## src/rtl/bcast_tx_pkg.sv

```systemverilog
package bcast_tx_pkg;
  typedef enum logic [2:0] {
    ST_IDLE     = 3'd0,
    ST_START_BO = 3'd1,
    ST_DEFER    = 3'd2,
    ST_DO_TX    = 3'd3,
    ST_TX_WAIT  = 3'd4
  } bc_state_e;
endpackage

```

## src/rtl/bcast_edge_det.sv

```systemverilog
module bcast_edge_det (
  input  logic clk,
  input  logic rst_n,
  input  logic lvl,
  output logic rise
);
  logic lvl_q;

  always_ff @(posedge clk or negedge rst_n) begin
    if (!rst_n) lvl_q <= 1'b0;
    else        lvl_q <= lvl;
  end

  assign rise = lvl & ~lvl_q;
endmodule

```

## src/rtl/bcast_backoff.sv

```systemverilog
module bcast_backoff #(
  parameter int SLOT_W   = 8,
  parameter int SLOT_CYC = 9
) (
  input  logic              clk,
  input  logic              rst_n,
  input  logic              clr,
  input  logic              load,
  input  logic [SLOT_W-1:0] load_val,
  input  logic              run,
  input  logic              hold,
  output logic [SLOT_W-1:0] count,
  output logic              zero
);
  localparam int TMR_W = (SLOT_CYC > 1) ? $clog2(SLOT_CYC) : 1;
  localparam logic [TMR_W-1:0] TMR_LAST = TMR_W'(SLOT_CYC - 1);

  logic [SLOT_W-1:0] cnt_q, cnt_d;
  logic [TMR_W-1:0]  tmr_q, tmr_d;
  logic              slot_end;

  assign slot_end = (tmr_q == TMR_LAST);

  always_comb begin
    cnt_d = cnt_q;
    tmr_d = tmr_q;
    if (clr) begin
      cnt_d = '0;
      tmr_d = '0;
    end else if (load) begin
      cnt_d = load_val;
      tmr_d = '0;
    end else if (run) begin
      if (slot_end) begin
        tmr_d = '0;
        if (cnt_q != '0) cnt_d = cnt_q - 1'b1;
      end else begin
        tmr_d = tmr_q + 1'b1;
      end
    end else if (!hold) begin
      tmr_d = '0;
    end
  end

  always_ff @(posedge clk or negedge rst_n) begin
    if (!rst_n) begin
      cnt_q <= '0;
      tmr_q <= '0;
    end else begin
      cnt_q <= cnt_d;
      tmr_q <= tmr_d;
    end
  end

  assign count = cnt_q;
  assign zero  = (cnt_q == '0);
endmodule

```

## src/rtl/bcast_fsm.sv

```systemverilog
module bcast_fsm
  import bcast_tx_pkg::*;
(
  input  logic      clk,
  input  logic      rst_n,
  input  logic      sw_reset,
  input  logic      start_pulse,
  input  logic      medium_idle,
  input  logic      force_bo,
  input  logic      pause,
  input  logic      bo_zero,
  input  logic      phy_tx_done,
  output bc_state_e st,
  output logic      bo_clr,
  output logic      bo_load,
  output logic      bo_run,
  output logic      bo_hold,
  output logic      cfg_latch
);
  bc_state_e st_q, st_d;

  always_comb begin
    st_d = st_q;
    unique case (st_q)
      ST_IDLE:
        if (start_pulse) begin
          if (medium_idle && !force_bo) st_d = ST_DO_TX;
          else                          st_d = ST_START_BO;
        end
      ST_START_BO: st_d = ST_DEFER;
      ST_DEFER:
        if (!pause && bo_zero) st_d = ST_DO_TX;
      ST_DO_TX:    st_d = ST_TX_WAIT;
      ST_TX_WAIT:
        if (phy_tx_done) st_d = ST_IDLE;
      default:     st_d = ST_IDLE;
    endcase
    if (sw_reset) st_d = ST_IDLE;
  end

  always_ff @(posedge clk or negedge rst_n) begin
    if (!rst_n) st_q <= ST_IDLE;
    else        st_q <= st_d;
  end

  assign st        = st_q;
  assign bo_clr    = sw_reset;
  assign bo_load   = (st_q == ST_START_BO) && !sw_reset;
  assign bo_run    = (st_q == ST_DEFER) && medium_idle && !pause && !sw_reset;
  assign bo_hold   = pause;
  assign cfg_latch = (st_q == ST_IDLE) && start_pulse && !sw_reset;
endmodule

```

## src/rtl/bcast_tx_ctrl.sv

```systemverilog
module bcast_tx_ctrl
  import bcast_tx_pkg::*;
#(
  parameter int BUF_W    = 4,
  parameter int ANT_W    = 4,
  parameter int MODE_W   = 2,
  parameter int SLOT_W   = 8,
  parameter int SLOT_CYC = 9
) (
  input  logic              clk,
  input  logic              rst_n,
  input  logic              sw_reset,
  input  logic              start_en,
  input  logic [BUF_W-1:0]  cfg_buf,
  input  logic [ANT_W-1:0]  cfg_ant,
  input  logic [MODE_W-1:0] cfg_mode,
  input  logic              cfg_force_bo,
  input  logic [SLOT_W-1:0] cfg_slots,
  input  logic              medium_idle,
  input  logic              pause_bo,
  input  logic              phy_tx_done,
  output logic              tx_start,
  output logic [BUF_W-1:0]  tx_buf,
  output logic [ANT_W-1:0]  tx_ant,
  output logic [MODE_W-1:0] tx_mode,
  output logic [2:0]        state,
  output logic [SLOT_W-1:0] bo_count
);
  logic      start_pulse;
  logic      bo_clr, bo_load, bo_run, bo_hold, bo_zero, cfg_latch;
  bc_state_e st;

  logic [BUF_W-1:0]  buf_q;
  logic [ANT_W-1:0]  ant_q;
  logic [MODE_W-1:0] mode_q;

  bcast_edge_det u_start (
    .clk   (clk),
    .rst_n (rst_n),
    .lvl   (start_en),
    .rise  (start_pulse)
  );

  bcast_fsm u_fsm (
    .clk         (clk),
    .rst_n       (rst_n),
    .sw_reset    (sw_reset),
    .start_pulse (start_pulse),
    .medium_idle (medium_idle),
    .force_bo    (cfg_force_bo),
    .pause       (pause_bo),
    .bo_zero     (bo_zero),
    .phy_tx_done (phy_tx_done),
    .st          (st),
    .bo_clr      (bo_clr),
    .bo_load     (bo_load),
    .bo_run      (bo_run),
    .bo_hold     (bo_hold),
    .cfg_latch   (cfg_latch)
  );

  bcast_backoff #(
    .SLOT_W   (SLOT_W),
    .SLOT_CYC (SLOT_CYC)
  ) u_bo (
    .clk      (clk),
    .rst_n    (rst_n),
    .clr      (bo_clr),
    .load     (bo_load),
    .load_val (cfg_slots),
    .run      (bo_run),
    .hold     (bo_hold),
    .count    (bo_count),
    .zero     (bo_zero)
  );

  // Transmit parameters captured at the accepted request (clock enable).
  always_ff @(posedge clk or negedge rst_n) begin
    if (!rst_n) begin
      buf_q  <= '0;
      ant_q  <= '0;
      mode_q <= '0;
    end else if (cfg_latch) begin
      buf_q  <= cfg_buf;
      ant_q  <= cfg_ant;
      mode_q <= cfg_mode;
    end
  end

  assign tx_start = (st == ST_DO_TX);
  assign tx_buf   = buf_q;
  assign tx_ant   = ant_q;
  assign tx_mode  = mode_q;
  assign state    = st;
endmodule

```

## config.mk

```make
export PLATFORM = sky130hd
export DESIGN_NAME = bcast_tx_ctrl
export DESIGN_NICKNAME = d
export VERILOG_FILES = /design/src/rtl/bcast_tx_pkg.sv /design/src/rtl/bcast_edge_det.sv /design/src/rtl/bcast_backoff.sv /design/src/rtl/bcast_fsm.sv /design/src/rtl/bcast_tx_ctrl.sv
export SDC_FILE = /design/constraint.sdc
export NUM_CORES = 1
export LEC_CHECK = 0
export ABC_AREA = 0
export BUFFER_PORTS_ARGS = -buffer_cell sky130_fd_sc_hd__buf_2
export CORE_ASPECT_RATIO = 1.2
export CORE_MARGIN = 2
export CORE_UTILIZATION = 40
export DETAILED_ROUTE_END_ITERATION = 8
export GPL_TIMING_DRIVEN = 0
export PLACE_DENSITY = 0.66
export RECOVER_POWER = 100
export SETUP_SLACK_MARGIN = 0.5
export SYNTH_ARGS = -nofsm -noshare
export SYNTH_HDL_FRONTEND = slang
export SYNTH_SLANG_ARGS = --single-unit
```

## constraint.sdc

```tcl
create_clock -name clk -period 2.1 [get_ports clk]
set_input_delay 0.105 -clock clk [delete_from_list [all_inputs] [get_ports clk]]
set_output_delay 0.105 -clock clk [all_outputs]
set_load 0.1 [all_outputs]
```

After elaboration in Yosys (flattened, before gate mapping)
Index checks and enable logic that the tools add are counted.
{"block": "op_classes", "muxes": 16, "bitwise": 2, "n_eq_ne": 9, "reduce_logical": 19, "n_lt_le_gt_ge": 0, "n_div": 0, "n_mul": 0, "add_sub_neg": 2, "shift": 0}
{"operator": "$mux 8", "n": 5}
{"operator": "$mux 4", "n": 5}
{"operator": "$pmux 3 s5", "n": 1}
{"operator": "$mux 3", "n": 4}
{"operator": "$reduce_bool 3->1", "n": 3}
{"operator": "$logic_and 1x1->1", "n": 8}
{"operator": "$logic_not 8->1", "n": 1}
{"operator": "$reduce_bool 8->1", "n": 1}
{"operator": "$sub 8x1->8 const B", "n": 1}
{"operator": "$eq 3x2->1 const B", "n": 2}
{"operator": "$ne 3x2->1 const B", "n": 2}
{"operator": "$reduce_and 3->1", "n": 2}
{"operator": "$add 4x1->4 const B", "n": 1}
{"operator": "$eq 4x4->1 const B", "n": 1}
{"operator": "$ne 4x2->1 const B", "n": 1}
{"operator": "$eq 3x1->1 const B", "n": 1}
{"operator": "$eq 3x3->1 const B", "n": 1}
{"operator": "$logic_not 1->1", "n": 3}
{"operator": "$logic_not 3->1", "n": 1}
{"operator": "$ne 3x3->1 const B", "n": 1}
{"operator": "$mux 2", "n": 1}
{"operator": "$and 1x1->1", "n": 1}
{"operator": "$not 1->1", "n": 1}
{"block": "word_totals", "out_inout_bits": 22, "reg_bits": 26, "latch_bits": 0, "ramBits": 0, "romBits": 0, "wordCells": 55, "memories": 0, "in_bits": 26}

Longest topological paths before layout
{"block": "logic_depth", "depth_word": 7, "depth_mapped": 6, "depth_no_buf": 6}

Hierarchy
From an unflattened synthesis, not the netlist that was laid out.
{"block": "hier_totals", "hier_cells": 130, "area_unflattened_um2": 1430.1}
{"module": "bcast_backoff", "n_inst": 1, "cells_each": 82, "area_per_inst_um2": 759.5}
{"module": "bcast_tx_ctrl", "n_inst": 1, "cells_each": 22, "area_per_inst_um2": 420.4}
{"module": "bcast_fsm", "n_inst": 1, "cells_each": 24, "area_per_inst_um2": 211.5}
{"module": "bcast_edge_det", "n_inst": 1, "cells_each": 2, "area_per_inst_um2": 38.8}

Worst setup path before layout
Ideal clock, no wire load.
{"block": "synth_path", "kind": "reg2reg", "from": "reg u_fsm.st_q[1] (netlist: u_fsm.st[1])", "to": "reg u_fsm.st_q[2] (netlist: u_fsm.st[2])", "stages_incl_launch_ff": 5, "setup_slack_ns": -0.677, "required_time_ns": 2.021, "synth_period_minus_slack_ns": 2.777, "arrival_ns": 2.699, "path_cell_list": "dfrtp_1 nand2_1 nor2_1 a31oi_1 nor2_1"}
{"block": "synth_between", "elab_chain_cells": 3}
{"element": "from (decl)", "line": "bcast_fsm.sv:20", "text": "bc_state_e st_q, st_d;"}
{"element": "from (signal assigned)", "line": "bcast_fsm.sv:43", "text": "else st_q <= st_d;"}
{"element": "$eq 3x2->1"}
{"element": "via tx_start", "line": "bcast_tx_ctrl.sv:22", "text": "output logic tx_start,"}
{"element": "$pmux 3 s5", "line": "bcast_fsm.sv:24", "text": "unique case (st_q)"}
{"element": "$mux 3", "line": "bcast_fsm.sv:38", "text": "if (sw_reset) st_d = ST_IDLE;"}
The timed path passes the listed nets, and every way through them passes these cells.
A chain may end at the register's enable or synchronous reset.

Final worst setup path
{"block": "layout_path", "from": "reg u_bo.cnt_q[1] (netlist: u_bo.count[1])", "to": "reg u_bo.cnt_q[1] (netlist: u_bo.count[1])"}
{"block": "layout_between", "elab_chain_cells": 6}
{"element": "from (decl)", "line": "bcast_backoff.sv:18", "text": "logic [SLOT_W-1:0] cnt_q, cnt_d;"}
{"element": "from (signal assigned)", "line": "bcast_backoff.sv:50", "text": "cnt_q <= cnt_d;"}
{"element": "$sub 8x1->8", "line": "bcast_backoff.sv:36", "text": "if (cnt_q != '0) cnt_d = cnt_q - 1'b1;"}
{"element": "$mux 8", "line": "bcast_backoff.sv:36"}
{"element": "$mux 8", "line": "bcast_backoff.sv:34", "text": "if (slot_end) begin"}
{"element": "$mux 8", "line": "bcast_backoff.sv:33", "text": "end else if (run) begin"}
{"element": "$mux 8", "line": "bcast_backoff.sv:30", "text": "end else if (load) begin"}
{"element": "$mux 8", "line": "bcast_backoff.sv:27", "text": "if (clr) begin"}
Parallel ways exist; a longest one is shown, timed or not. The select of a mux whose other input is x is not followed.

==> impl_metrics.env <==
export IMPL_grt_usage_pct=17.6
export IMPL_grt_pass1_wl_um=5730
export IMPL_io_pins=48
export IMPL_ys_types=46
export IMPL_htreeDepth=1
export IMPL_p_switching_mw=1.32
export IMPL_fin_skew_ns=0.00201
export IMPL_syn_area_per_cell_um2=10.8
export IMPL_portBuffers=47
export IMPL_synth_nets=165
export IMPL_coreArea_um2=3570
export IMPL_ys_warn_count=0
export IMPL_seqPwrFrac_pct=29.6
export IMPL_ys_seq_area_share_pct=44.7
export IMPL_synth_area_leaders="dfrtp_1 45%, mux2_2 7.7%, ha_1 3.4%"
export IMPL_hold_class="primary input to flop"
export IMPL_syn_area_um2=1460
export IMPL_cts_buffers=3
export IMPL_period_share_pct=94.2
export IMPL_ant_nets=0
export IMPL_antenna_cells=0
export IMPL_ys_flop_type="dfrtp_1"
export IMPL_layout_drive_gt1_share_pct=40.7
export IMPL_tightest_slew_ns=1.18
export IMPL_async_flop_share_pct=100
export IMPL_drt_drc_violations_left=0
export IMPL_path_class="flop to flop"
export IMPL_status="finished clean"
export IMPL_fmax_ghz=0.506
export IMPL_clk_latency_ns=0.27
export IMPL_drtPass1Iterations=4
export IMPL_fin_crit_ns=1.98
export IMPL_cpPeakStageDelay_ns=0.50
export IMPL_cts_buffer_depth=2
export IMPL_start_util_pct=40.7
export IMPL_synthToLayoutAreaGrowth_pct=34.3
export IMPL_die_area_um2=4140
export IMPL_arrival_ns=2.14
export IMPL_start_kind="flop"
export IMPL_power_density_nw_per_um2=1240
export IMPL_drv_cap=0
export IMPL_grt_pass1_vias=1300
export IMPL_via_per_inst=5.53
export IMPL_dp_hpwl_um=2540
export IMPL_finalMaxSlewViolations=0
export IMPL_nets=230
export IMPL_clock_sinks=26
export IMPL_path_cells="inv_4 -> ha_1 -> or4b_4 -> o2111ai_4 -> nand2_4 -> clkbuf_4 -> mux2i_1"
export IMPL_synth_edf_count=0
export IMPL_grt_overflow=0
export IMPL_p_leak_nw=0.825
export IMPL_ys_ff_latch=26
export IMPL_clock_power_share_pct=13.7
export IMPL_drt_iter0_drc=51
export IMPL_clk_pin_slew_ns=0.09
export IMPL_grt_max_degree=27
export IMPL_routed_via_count=1317
export IMPL_crit_required_ns=2.26
export IMPL_rsz0062_at_grt="true"
export IMPL_combPwrFrac_pct=56.6
export IMPL_critPathCaptureType="flop"
export IMPL_place_gp_congestion=0.759
export IMPL_cpMaxStageDelayCell="dfrtp_4"
export IMPL_cts_root_buf="clkbuf_8"
export IMPL_die_height_um=70.1
export IMPL_synth_top_area_cell="dfrtp_1"
export IMPL_synthCells=135
export IMPL_netSwitchingFraction_pct=54.3
export IMPL_antenna_found_initial=0
export IMPL_wl_um=3480
export IMPL_cts_tree="yes"
export IMPL_wire_per_inst_um=14.6
export IMPL_setup_violations=0
export IMPL_post_route_worst_setup_slack_ns=0.122
export IMPL_fp_row_count=24
export IMPL_synth_top_cell_area_share_pct=44.7
export IMPL_hold_violations=0
export IMPL_cp_max_fo=6
export IMPL_p_int_mw=1.11
export IMPL_dp_slack_ns=0.0595
export IMPL_die_w_um=59.1
export IMPL_ir_worst_vdd_mv=0.726
export IMPL_relSlewSlack_pct=21.6
export IMPL_fin_setup_tns_ns=0
[logic make-up after synthesis]
logic type | after synthesis | share of synthesized area [%]
buffers and inverters | 11 | 3.10
AND/OR/NAND/NOR | 52 | 22.1
flip-flops | 26 | 44.7
AO/OA/AOI/OAI | 28 | 16.3
adder cells (fa/ha/maj) | 4 | 3.44
XOR/XNOR | 1 | 0.602
multiplexers | 13 | 9.80
[cell type report]
| type | instances | area [um2] |
|---|---|---|
| tap | 39 | 48.8 |
| timing repair buffer | 60 | 309 |
| sequential | 26 | 669 |
| inverter | 7 | 31.3 |
| clock buffer | 4 | 55.1 |
| multi-input combinational | 98 | 810 |
| fill | 332 | 1620 |
| buffer | 4 | 31.3 |
[per-layer routing]
layer | GRT usage [%] | part of all wire, % | up-vias
li1 | - | - | 635
met1 | 21.6 | 42 | 630
met2 | 30.4 | 51 | 47
met3 | 4.26 | 6.0 | 5
met4 | 4.29 | 0.78 | 0
met5 | 0 | 0 | -
[cell usage after synthesis (3+ instances only)]
library cell and n:
buf_2 3, nor4_1 4, nor3_1 4, nor2_1 12, ha_1 4, nand2_1 10
a22oi_1 3, o21ai_0 3, mux2_2 10, nand3_1 4, mux2i_1 3, inv_1 7
dfrtp_1 26, a21oi_1 4
[power groups by stage]
stage,clock [mW],sequential [mW],combinational (mW)
finish,0.333,0.719,1.37
global route,0.361,0.736,1.45
floorplan,0,1.47,0.355
detailed placement,0,0.733,1.32
global placement,0,0.724,1.31
CTS,0.336,0.718,1.38
[timing repair]
item	4_1_cts	5_1_grt
setup buffers	9	2
setup endpoints to repair	12	17
endpoints found under the hold margin	27	0
hold buffers	2	0
pin swaps	5	6
gates resized for setup	1	9
[placed cells by master, fill, tap and decap left out, types with 3 or more instances in the layout]
cell type / n
a21oi_1: 4
clkbuf_1: 22
nand3_1: 4
buf_4: 7
nand2_1: 10
clkbuf_8: 4
dfrtp_1: 17
mux2_2: 10
a22oi_1: 3
o21ai_0: 3
ha_1: 4
nor2_1: 11
dfrtp_4: 3
dfrtp_2: 6
nor3_1: 3
nor4_1: 3
clkbuf_2: 4
buf_6: 3
buf_2: 24
mux2i_1: 3
inv_1: 5
[stage by stage]
step | total power, mW | cell area, um2 | hold WS, ns | util (%) | cells
3_3_place_gp | 2.03 | 1820 | 0.149 | 50.9 | 221
3_5_place_dp | 2.06 | 1820 | 0.157 | 50.9 | 221
5_1_grt | 2.54 | 1950 | 0.0433 | 54.7 | 238
6_report | 2.42 | 1950 | 0.0525 | 54.7 | 238
2_1_floorplan | 1.82 | 1530 | -0.191 | - | 135
4_1_cts | 2.43 | 1960 | 0.0521 | 54.9 | 236
[critical path, delay by kind of cell (launching register included)]
family | cells | cell delay [ns]
AND/OR/NAND/NOR | 2 | 0.57
flip-flops | 1 | 0.50
AO/OA/AOI/OAI | 1 | 0.33
buffers and inverters | 2 | 0.21
adder cells (fa/ha/maj) | 1 | 0.14
multiplexers | 1 | 0.11
[registers in the layout, summed over array words and instances, names as in the netlist]
signal / count
u_bo.count: 8
tx_ant: 4
tx_buf: 4
u_bo.tmr_q: 4
u_fsm.st: 3
tx_mode: 2
u_start.lvl_q: 1
[final timing paths]
kind / from / to / slack [ns] / depth (start not counted)
hold reg to reg: tx_ant[3]$_DFFE_PN0P_ / tx_ant[3]$_DFFE_PN0P_ / 0.51 / 1
setup reg to reg: u_bo.count[1]$_DFFE_PN0P_ / u_bo.count[1]$_DFFE_PN0P_ / 0.12 / 7
max in group asynchronous: rst_n / u_fsm.st[2]$_DFFE_PN0P_ / 1.29 / 2
min in group asynchronous: rst_n / u_fsm.st[0]$_DFFE_PN0P_ / 0.37 / 2
setup / recovery: u_bo.count[1]$_DFFE_PN0P_ / u_bo.count[1]$_DFFE_PN0P_ / 0.12 / 7
hold / removal: cfg_buf[1] / tx_buf[1]$_DFFE_PN0P_ / 0.05 / 2
Note: power is estimated with default switching activity, not from simulation.
